$ cat src/rtl/spis_pkg.sv
package spis_pkg;

  // Serial format selection, gathered from the three configuration inputs
  typedef struct packed {
    logic cpol;
    logic cpha;
    logic lsb_first;
  } spi_cfg_t;

endpackage

$ cat src/rtl/spis_sync.sv
module spis_sync #(
  parameter int                 WIDTH   = 3,
  parameter int                 STAGES  = 2,
  parameter logic [WIDTH-1:0]   RST_VAL = '0
) (
  input  logic             clk,
  input  logic             rst,
  input  logic [WIDTH-1:0] din,
  output logic [WIDTH-1:0] dout
);

  logic [WIDTH-1:0] stg [STAGES];

  for (genvar g = 0; g < STAGES; g++) begin : g_stage
    if (g == 0) begin : g_first
      always_ff @(posedge clk) begin
        if (rst) stg[g] <= RST_VAL;
        else     stg[g] <= din;
      end
    end else begin : g_next
      always_ff @(posedge clk) begin
        if (rst) stg[g] <= RST_VAL;
        else     stg[g] <= stg[g-1];
      end
    end
  end

  assign dout = stg[STAGES-1];

endmodule

$ cat src/rtl/spis_fifo.sv
module spis_fifo #(
  parameter int DATA_W = 8,
  parameter int DEPTH  = 4
) (
  input  logic              clk,
  input  logic              rst,
  input  logic              push,
  input  logic [DATA_W-1:0] wdata,
  input  logic              pop,
  output logic [DATA_W-1:0] rdata,
  output logic              empty,
  output logic              full
);

  localparam int AW = (DEPTH > 1) ? $clog2(DEPTH) : 1;
  localparam int CW = $clog2(DEPTH + 1);
  localparam logic [AW-1:0] LAST_IDX = AW'(DEPTH - 1);
  localparam logic [CW-1:0] FULL_CNT = CW'(DEPTH);

  logic [DATA_W-1:0] mem [DEPTH];
  logic [AW-1:0]     wr_ptr, rd_ptr;
  logic [CW-1:0]     count;
  logic              do_push, do_pop;

  assign do_push = push && (count != FULL_CNT);
  assign do_pop  = pop  && (count != '0);

  // Storage without reset so that it maps onto memory resources
  always_ff @(posedge clk) begin
    if (do_push) mem[wr_ptr] <= wdata;
  end

  always_ff @(posedge clk) begin
    if (rst) begin
      wr_ptr <= '0;
      rd_ptr <= '0;
      count  <= '0;
    end else begin
      if (do_push) wr_ptr <= (wr_ptr == LAST_IDX) ? '0 : wr_ptr + 1'b1;
      if (do_pop)  rd_ptr <= (rd_ptr == LAST_IDX) ? '0 : rd_ptr + 1'b1;
      case ({do_push, do_pop})
        2'b10:   count <= count + 1'b1;
        2'b01:   count <= count - 1'b1;
        default: count <= count;
      endcase
    end
  end

  assign rdata = mem[rd_ptr];
  assign empty = (count == '0);
  assign full  = (count == FULL_CNT);

  AST_FULL_HOLDS: assert property (@(posedge clk) disable iff (rst)
    (push && full && !pop) |=> (count == $past(count)));
  AST_EMPTY_HOLDS: assert property (@(posedge clk) disable iff (rst)
    (pop && empty && !push) |=> empty);

endmodule

$ cat src/rtl/spis_engine.sv
module spis_engine
  import spis_pkg::*;
#(
  parameter int DATA_W = 8
) (
  input  logic              clk,
  input  logic              rst,
  input  spi_cfg_t          cfg,
  input  logic              sck_s,
  input  logic              ss_n_s,
  input  logic              mosi_s,
  input  logic              tx_empty,
  input  logic [DATA_W-1:0] tx_head,
  output logic              tx_pop,
  output logic              rx_push,
  output logic [DATA_W-1:0] rx_char,
  output logic              miso,
  output logic              miso_oe
);

  localparam int CNT_W = $clog2(DATA_W);
  localparam logic [CNT_W-1:0] LAST_BIT = CNT_W'(DATA_W - 1);

  logic              sck_q, ss_q;
  logic [CNT_W-1:0]  bit_cnt;
  logic [DATA_W-1:0] rx_sh, tx_sh, rx_next, tx_next, load_val;
  logic              active, ss_fall, rise, fall, lead, trail;
  logic              sample_e, shift_e, out_bit;
  logic              miso_q, oe_q;

  assign active   = !ss_n_s;
  assign ss_fall  = ss_q && !ss_n_s;
  assign rise     = !sck_q && sck_s;
  assign fall     = sck_q && !sck_s;
  assign lead     = cfg.cpol ? fall : rise;
  assign trail    = cfg.cpol ? rise : fall;
  assign sample_e = active && !ss_fall && (cfg.cpha ? trail : lead);
  assign shift_e  = active && !ss_fall && (cfg.cpha ? lead : trail);

  assign load_val = tx_empty ? '0 : tx_head;
  assign rx_next  = cfg.lsb_first ? {mosi_s, rx_sh[DATA_W-1:1]}
                                  : {rx_sh[DATA_W-2:0], mosi_s};
  assign tx_next  = cfg.lsb_first ? {1'b0, tx_sh[DATA_W-1:1]}
                                  : {tx_sh[DATA_W-2:0], 1'b0};
  assign out_bit  = cfg.lsb_first ? tx_sh[0] : tx_sh[DATA_W-1];

  // Load points: select fall in phase-0 modes, first shift edge of a character otherwise
  assign tx_pop  = !tx_empty && ((ss_fall && !cfg.cpha) || (shift_e && bit_cnt == '0));
  assign rx_push = sample_e && (bit_cnt == LAST_BIT);
  assign rx_char = rx_next;

  always_ff @(posedge clk) begin
    if (rst) begin
      sck_q   <= 1'b0;
      ss_q    <= 1'b1;
      bit_cnt <= '0;
      rx_sh   <= '0;
      tx_sh   <= '0;
      miso_q  <= 1'b0;
      oe_q    <= 1'b0;
    end else begin
      sck_q  <= sck_s;
      ss_q   <= ss_n_s;
      miso_q <= active && out_bit;
      oe_q   <= active;
      if (ss_fall) begin
        bit_cnt <= '0;
        rx_sh   <= '0;
        tx_sh   <= cfg.cpha ? '0 : load_val;
      end else if (!active) begin
        bit_cnt <= '0;
      end else begin
        if (sample_e) begin
          rx_sh   <= rx_next;
          bit_cnt <= (bit_cnt == LAST_BIT) ? '0 : bit_cnt + 1'b1;
        end
        if (shift_e) tx_sh <= (bit_cnt == '0) ? load_val : tx_next;
      end
    end
  end

  assign miso    = miso_q;
  assign miso_oe = oe_q;

  AST_CNT_CLEARED: assert property (@(posedge clk) disable iff (rst)
    ss_fall |=> (bit_cnt == '0));
  AST_MISO_QUIET: assert property (@(posedge clk) disable iff (rst)
    !miso_oe |-> !miso);

endmodule

$ cat src/rtl/spi_slave_fifo.sv
module spi_slave_fifo
  import spis_pkg::*;
#(
  parameter int DATA_W   = 8,
  parameter int TX_DEPTH = 4,
  parameter int RX_DEPTH = 4,
  parameter int SYNC_N   = 2
) (
  input  logic              clk,
  input  logic              rst,
  input  logic              cfg_cpol,
  input  logic              cfg_cpha,
  input  logic              cfg_lsb_first,
  input  logic              sck,
  input  logic              ss_n,
  input  logic              mosi,
  output logic              miso,
  output logic              miso_oe,
  input  logic              tx_wr_en,
  input  logic [DATA_W-1:0] tx_wr_data,
  output logic              tx_full,
  input  logic              rx_rd_en,
  output logic [DATA_W-1:0] rx_rd_data,
  output logic              rx_valid,
  input  logic              rx_ovf_clr,
  output logic              rx_ovf,
  output logic              rx_ovf_irq
);

  spi_cfg_t          cfg;
  logic [2:0]        pins_s;
  logic              tx_empty, tx_pop, rx_push, rx_full, rx_empty, drop;
  logic [DATA_W-1:0] tx_head, rx_char;
  logic              ovf_q, irq_q;

  assign cfg = '{cpol: cfg_cpol, cpha: cfg_cpha, lsb_first: cfg_lsb_first};

  spis_sync #(.WIDTH(3), .STAGES(SYNC_N), .RST_VAL(3'b010)) u_sync (
    .clk  (clk),
    .rst  (rst),
    .din  ({sck, ss_n, mosi}),
    .dout (pins_s)
  );

  spis_engine #(.DATA_W(DATA_W)) u_engine (
    .clk      (clk),
    .rst      (rst),
    .cfg      (cfg),
    .sck_s    (pins_s[2]),
    .ss_n_s   (pins_s[1]),
    .mosi_s   (pins_s[0]),
    .tx_empty (tx_empty),
    .tx_head  (tx_head),
    .tx_pop   (tx_pop),
    .rx_push  (rx_push),
    .rx_char  (rx_char),
    .miso     (miso),
    .miso_oe  (miso_oe)
  );

  spis_fifo #(.DATA_W(DATA_W), .DEPTH(TX_DEPTH)) u_txq (
    .clk   (clk),
    .rst   (rst),
    .push  (tx_wr_en),
    .wdata (tx_wr_data),
    .pop   (tx_pop),
    .rdata (tx_head),
    .empty (tx_empty),
    .full  (tx_full)
  );

  spis_fifo #(.DATA_W(DATA_W), .DEPTH(RX_DEPTH)) u_rxq (
    .clk   (clk),
    .rst   (rst),
    .push  (rx_push && !rx_full),
    .wdata (rx_char),
    .pop   (rx_rd_en),
    .rdata (rx_rd_data),
    .empty (rx_empty),
    .full  (rx_full)
  );

  assign drop = rx_push && rx_full;

  always_ff @(posedge clk) begin
    if (rst) begin
      ovf_q <= 1'b0;
      irq_q <= 1'b0;
    end else begin
      irq_q <= drop;
      if (drop)            ovf_q <= 1'b1;
      else if (rx_ovf_clr) ovf_q <= 1'b0;
    end
  end

  assign rx_ovf     = ovf_q;
  assign rx_ovf_irq = irq_q;
  assign rx_valid   = !rx_empty;

  AST_OVF_STICKY: assert property (@(posedge clk) disable iff (rst)
    (rx_ovf && !rx_ovf_clr) |=> rx_ovf);
  AST_IRQ_WITH_FLAG: assert property (@(posedge clk) disable iff (rst)
    rx_ovf_irq |-> rx_ovf);
  AST_IRQ_SINGLE: assert property (@(posedge clk) disable iff (rst)
    rx_ovf_irq |=> !rx_ovf_irq);

endmodule

$ cat config.mk
export PLATFORM = sky130hd
export DESIGN_NAME = spi_slave_fifo
export DESIGN_NICKNAME = d
export VERILOG_FILES = /design/src/rtl/spis_pkg.sv /design/src/rtl/spis_sync.sv /design/src/rtl/spis_fifo.sv /design/src/rtl/spis_engine.sv /design/src/rtl/spi_slave_fifo.sv
export SDC_FILE = /design/constraint.sdc
export NUM_CORES = 1
export LEC_CHECK = 0
export BUFFER_PORTS_ARGS = -buffer_cell sky130_fd_sc_hd__buf_2
export CAP_MARGIN = 10
export CORE_UTILIZATION = 45
export DETAILED_ROUTE_END_ITERATION = 8
export PLACE_DENSITY = 0.73
export SLEW_MARGIN = 15
export SYNTH_ARGS = -nofsm -noshare
export SYNTH_HDL_FRONTEND = slang
export SYNTH_SLANG_ARGS = --single-unit
$ cat constraint.sdc
create_clock -name clk -period 3.3 [get_ports clk]
set_clock_uncertainty 0.05 [all_clocks]
set_input_delay 0 -clock clk [delete_from_list [all_inputs] [get_ports clk]]
set_output_delay 0 -clock clk [all_outputs]
set_load 0.02 [all_outputs]
**After elaboration in Yosys (flattened, before gate mapping)**

Memories as Yosys holds them, arrays and structs flattened. A register that Yosys moved wholly into a read port is not among the register bits.
Cells that the tools add are included.

- Mux-type cells: 35
- Reductions and logical operators: 39
- Bitwise gates (word level): 3
- Add/subtract/negate cells: 9
- Equal/unequal tests: 14

Operator list:

| kind | number |
|---|---|
| 8-bit 2-to-1 mux | 8 |
| 1-bit logical AND | 17 |
| 2-bit 2-to-1 mux | 8 |
| 1-bit 2-to-1 mux | 14 |
| 2-bit == test, second input constant | 6 |
| 3-bit one-hot mux with 2 select lines | 2 |
| 3-bit by 1-bit adder with 3-bit output, second input constant | 3 |
| 3-bit == test, second input constant | 3 |
| 3-bit zero test | 3 |
| 3-bit 2-to-1 mux | 3 |
| 2-bit by 1-bit adder with 2-bit output, second input constant | 4 |
| 1-bit zero test | 8 |
| 2-bit nonzero test | 4 |
| 3-bit != test, second input constant | 2 |
| 3-bit nonzero test | 2 |
| 3-bit by 1-bit subtractor with 3-bit output, second input constant | 2 |
| 2-bit by 1-bit == test with 1-bit output, second input constant | 2 |
| 2-bit AND reduction | 2 |
| 3-bit OR reduction | 1 |
| 2-bit by 1-bit != test with 1-bit output, second input constant | 1 |
| 1-bit bitwise OR | 2 |
| 2-bit OR reduction | 1 |
| 1-bit logical OR | 1 |
| 1-bit NOT | 1 |

- Logic and storage cells: 118
- Bits in registers: 39
- Memories kept: 3
- Input port bits: 19
- Bits in writable memories: 70
- Output and inout bits: 14

Memories:

| memory | words | width | read ports | clocked after Yosys merged registers in | write ports | RTL line | source |
|---|---|---|---|---|---|---|---|
| u_rxq.mem | 4 | 8 | 1 | 1 | 1 | spis_fifo.sv:20 | `logic [DATA_W-1:0] mem [DEPTH];` |
| u_txq.mem | 4 | 8 | 1 | 1 | 1 | spis_fifo.sv:20 |  |
| u_sync.stg | 2 | 3 | 2 | 0 | 2 | spis_sync.sv:12 | `logic [WIDTH-1:0] stg [STAGES];` |

**Depth between registers and ports, before layout**

- Depth in word-level cells: 11
- Depth in mapped cells: 11
- Depth with buffers taken out: 11

**Cells and area by module**

From an unflattened synthesis, not the netlist that was laid out.

- Cell total of the unflattened synthesis: 389
- Area, all modules: 4937.2 sq um

By module, submodules not included:

| module | cells each | area each (sq um) | times used | seq. area each (sq um) |
|---|---|---|---|---|
| spis_fifo | 96 | 1647.8 | 2 | 1141.1 |
| spis_engine | 177 | 1411.4 | 1 | 460.4 |
| spis_sync | 12 | 157.7 | 1 | 120.1 |
| spi_slave_fifo | 8 | 72.6 | 1 | 40.0 |

**Least setup slack after synthesis**

Ideal clock, no wire load.

- Kind: register -> register
- Start: reg u_txq.count[0]
- End: reg u_txq.count[2]
- Cell stages (with the launch flop): 11
- Data required time: 3179 ps
- Setup slack: 777 ps
- Clock period less this slack: 2523 ps
- Library setup time: 71 ps
- Arrival time: 2402 ps
- Buffers on the path: 1
- Cells stage by stage: dfxtp_1 > nor3b_1 > nor2b_1 > clkbuf_1 > inv_1 > ha_1 > inv_1 > fa_1 > xor2_1 > or3_1 > a21oi_1

- Cells in the longest elaborated chain, start to end: 6
- Elaborated cells on any way between the ends: 13
- Those cells by class: 2 x add/sub; 3 x eq/ne; 1 x mux; 7 x reduce/logical

RTL lines:

| what | RTL line | source |
|---|---|---|
| start: declaration | spis_fifo.sv:22 | `logic [CW-1:0] count;` |
| start signal: assignment | spis_fifo.sv:42 | `2'b10: count <= count + 1'b1;` |
| start signal: assignment | spis_fifo.sv:43 | `2'b01: count <= count - 1'b1;` |
| start signal: assignment | spis_fifo.sv:44 | `default: count <= count;` |
| 3-bit zero test | spis_fifo.sv:50 | `assign empty = (count == '0);` |
| 1-bit zero test | spis_engine.sv:48 | `assign tx_pop = !tx_empty && ((ss_fall && !cfg.cpha) \|\| (shift_e && bit_cnt == '0));` |
| 1-bit logical AND | spis_engine.sv:48 |  |
| 1-bit logical AND | spis_fifo.sv:26 | `assign do_pop = pop && (count != '0);` |
| 2-bit by 1-bit == test with 1-bit output / 2-bit == test (equally long branches) | spis_fifo.sv:41 | `case ({do_push, do_pop})` |
| 3-bit one-hot mux with 2 select lines / 2-bit nonzero test (equally long branches) | n/a |  |

Parallel ways exist; a longest one is shown, timed or not.
A chain may end at the register's enable or synchronous reset.

**Final worst setup path**

- Start: reg u_engine.ss_q
- End: reg u_txq.count[2]

- Cells in the longest elaborated chain, start to end: 10
- Elaborated cells on any way between the ends: 13
- Those cells by class: 2 x eq/ne; 1 x mux; 10 x reduce/logical

RTL lines:

| what | RTL line | source |
|---|---|---|
| start: declaration | spis_engine.sv:24 | `logic sck_q, ss_q;` |
| start signal: assignment | spis_engine.sv:63 | `ss_q <= ss_n_s;` |
| 1-bit logical AND * | spis_engine.sv:32 | `assign ss_fall = ss_q && !ss_n_s;` |
| 1-bit zero test | spis_engine.sv:38 | `assign shift_e = active && !ss_fall && (cfg.cpha ? lead : trail);` |
| 1-bit logical AND (2 in a row) | spis_engine.sv:38 |  |
| 1-bit logical AND | spis_engine.sv:48 |  |
| 1-bit logical OR * | spis_engine.sv:48 |  |
| 1-bit logical AND * | spis_engine.sv:48 |  |
| 1-bit logical AND * | spis_fifo.sv:26 |  |
| 2-bit by 1-bit == test with 1-bit output / 2-bit == test (equally long branches) | spis_fifo.sv:41 |  |
| 3-bit one-hot mux with 2 select lines / 2-bit nonzero test (equally long branches) | n/a |  |

Every way passes the cells marked *; elsewhere a longest branch is shown, timed or not.

==> flow_summary.ini <==
[sta]
setup_violations = 0
max_slew.worst_pin.slew_ns = 0.9666
min_period_ns = 2.654
clock.fmax_ghz = 0.3768
finalHoldViolations = 0
fin_tns_setup_ns = 0
drv_slew = 0
rsz0062_at_grt = no
fin_hold_ws_ns = 0.01543
slew_headroom_pct = 34.88
fin_crit_sh_pct = 80.42

[placement]
io_buffers = 32
gp_congestion = 0.7671
hpwl_um = 5766

[logic_synthesis]
synth_area_leaders = edfxtp_1, dfxtp_1, mux4_2
ys_warn_count = 0
synth_cell_type_count = 46
synth_enable_flop_cells = 64
yosysMostFrequentCell = edfxtp_1
synth_top_area_cell = edfxtp_1
netlist_area_um2 = 4775
synthesis.nets = 395
synthFlopType = edfxtp_1
ys_seq_elements = 113
avgSynthCellArea_um2 = 13.30
synth_top_area_share_pct = 40.25
ys_seq_area_share_pct = 60.80
synthesis.instances = 359
netlist_top_cells_count = edfxtp_1, dfxtp_1, inv_1, nor3_1, a21oi_1
async_reset_ff_share_pct = 0

[global_route]
overflow = 0
grt_usage_pct = 17.68
antenna_found_initial = 0
grt_pass1_vias = 3041
grt_pass1_wl_um = 14660
grt_max_degree = 33

[floorplan]
initial_core_util_pct = 46.25
die_w_um = 105.0
ioPinCount = 33
rows = 37
die_h_um = 105.0
die_area_um2 = 11030
core-area_um2 = 10320

[drt]
ant_nets = 0
drt_wl_total_um = 9010
avgRoutedWirePerCell_um = 16.00
viasPerCell = 5.313
drt_iter0_drc = 121
drc_errors = 0
drtPass1Iterations = 5
vias = 2991

[status]
status = completed

[final_layout]
regArea_um2 = 2903
fin_nets = 450
n_antenna_cell = 0
multi_input_area_um2 = 1704
nFillCells = 790
layout-drive-gt1-share_pct = 24.59
syn_to_final_growth_pct = 22.25

[worst_setup_path]
crit_arrival_ns = 3.04
crit_type = flop to flop
start_kind = flop
crit_fanout = 9
critPathRequiredTime_ns = 3.69
cp-end-kind = flop

[power_and_ir_drop]
irDropWorstVdd_v = 0.0006308
p_leak_nw = 2.151
power_density_nw_per_um2 = 611.5

[clocking]
clockBufferDepth = 2
h-tree-depth = 4
clkTransAtPathRegs_ns = 0.06
insertion_delay_ns = 0.51
clkSinkCount = 113
cts_tree = built
cts-buffers-inserted = 17
clockRootBuffer = clkbuf_8

[hold_path]
hp-class = input port to flop

[flow_run]
drv_cap = 0
## through the flow
stage | setup WS [ns] | util, % | area (µm²) | power [mW] | instances
after floorplan | 0.7773 | - | 4775 | 1.658 | 359
after global placement | 0.7793 | 48.84 | 5042 | 1.698 | 513
after detailed placement | 0.6800 | 48.84 | 5042 | 1.704 | 513
after CTS | 0.6494 | 56.54 | 5837 | 3.586 | 563
after global routing | 0.4912 | 56.54 | 5837 | 3.667 | 563
final | 0.6461 | 56.54 | 5837 | 3.569 | 563
## registers in the layout, indices dropped and copies added, names as in the netlist, 3 cells and up, named ones only
| signal | flops |
|---|---|
| u_sync.stg | 6 |
| u_engine.bit_cnt | 3 |
| u_engine.tx_sh | 8 |
| u_rxq.mem | 32 |
| u_txq.mem | 32 |
| u_txq.count | 3 |
| u_rxq.count | 3 |
| u_engine.rx_sh | 8 |
## critical path, stage by stage (launching register included)
cell and delay (ns):
dfxtp_1 0.45, inv_1 0.14, or4b_1 0.54, o21ai_2 0.13, ha_1 0.23, inv_1 0.06
fa_1 0.37, xor2_1 0.16, or3_1 0.30, a21oi_1 0.14
## cells by family (layout without fill, tap and decap cells)
kind of cell | Yosys count | count (layout) | synth area share, %
buf+inv | 40 | 108 | 3.512
compound gates | 49 | 49 | 6.447
fa+ha+maj | 17 | 17 | 4.769
flops | 113 | 113 | 60.80
xor+xnor | 6 | 6 | 1.101
mux | 36 | 36 | 12.11
simple gates | 98 | 98 | 11.27
## final timing paths
kind	end	cells after the start	start	slack, ns
worst max-delay path	u_txq.count[2]	9	u_engine.ss_q	0.65
worst min register to register	u_sync.stg[1][1]	1	u_sync.stg[0][1]	0.38
worst max register to register	u_txq.count[2]	9	u_engine.ss_q	0.65
worst min-delay path	u_engine.tx_sh[0]	5	cfg_cpha	0.02
## metal layers
metal  routed length (µm)  global-route usage (%)  vias to the layer above  share of wire (%)
met5                    0                       0                        -                  0
met4                  129                   7.445                        0                1.4
met3                  404                   5.677                       15                4.5
met2                 4544                   30.04                       79                 50
met1                 3931                   20.57                     1465                 44
li1                     -                       -                     1432                  -
## placed cells by master, fill, tap and decap left out, types with 3 or more instances in the layout
cell type / synthesis / layout
and2_1: 4 / 4
nand2b_1: 4 / 4
clkinvlp_4: 0 / 4
nand3_1: 6 / 6
o21ai_0: 10 / 10
o32ai_1: 6 / 6
edfxtp_1: 64 / 64
or2_2: 6 / 6
clkbuf_16: 0 / 16
bufinv_16: 0 / 4
nand2_1: 16 / 16
buf_2: 5 / 32
clkinv_2: 0 / 3
mux2i_1: 9 / 9
or3_1: 5 / 5
a22oi_1: 6 / 6
nor2_1: 14 / 14
a21oi_1: 17 / 17
mux2_2: 9 / 9
nor2b_1: 11 / 11
dlygate4sd3_1: 0 / 18
ha_1: 15 / 15
nor3_1: 19 / 19
dfxtp_1: 49 / 49
inv_1: 24 / 24
mux4_2: 16 / 16
and2_2: 4 / 4
xor2_1: 5 / 5
## final cells by class
type,count,share of cell area (%)
flip-flops and latches,113,49.73
multi-input cells,206,29.20
clock buffers,18,7.331
repair buffers,52,6.088
clock inverters,14,3.194
well taps,136,2.915
inverters,24,1.543
## repair_timing
action,in CTS,in global routing
hold buffers,18,0
buffers inserted,0,0
hold endpoints to repair,53,0
resized for setup,0,0
## power breakdown
part / leakage, nW / switching, mW / internal, mW
Sequential: 1.03 / 0.0179 / 1.52
Combinational: 0.831 / 0.0863 / 0.0741
Clock: 0.291 / 0.635 / 1.24
Total: 2.15 / 0.739 / 2.83
Note: power is estimated with default switching activity, not from simulation.
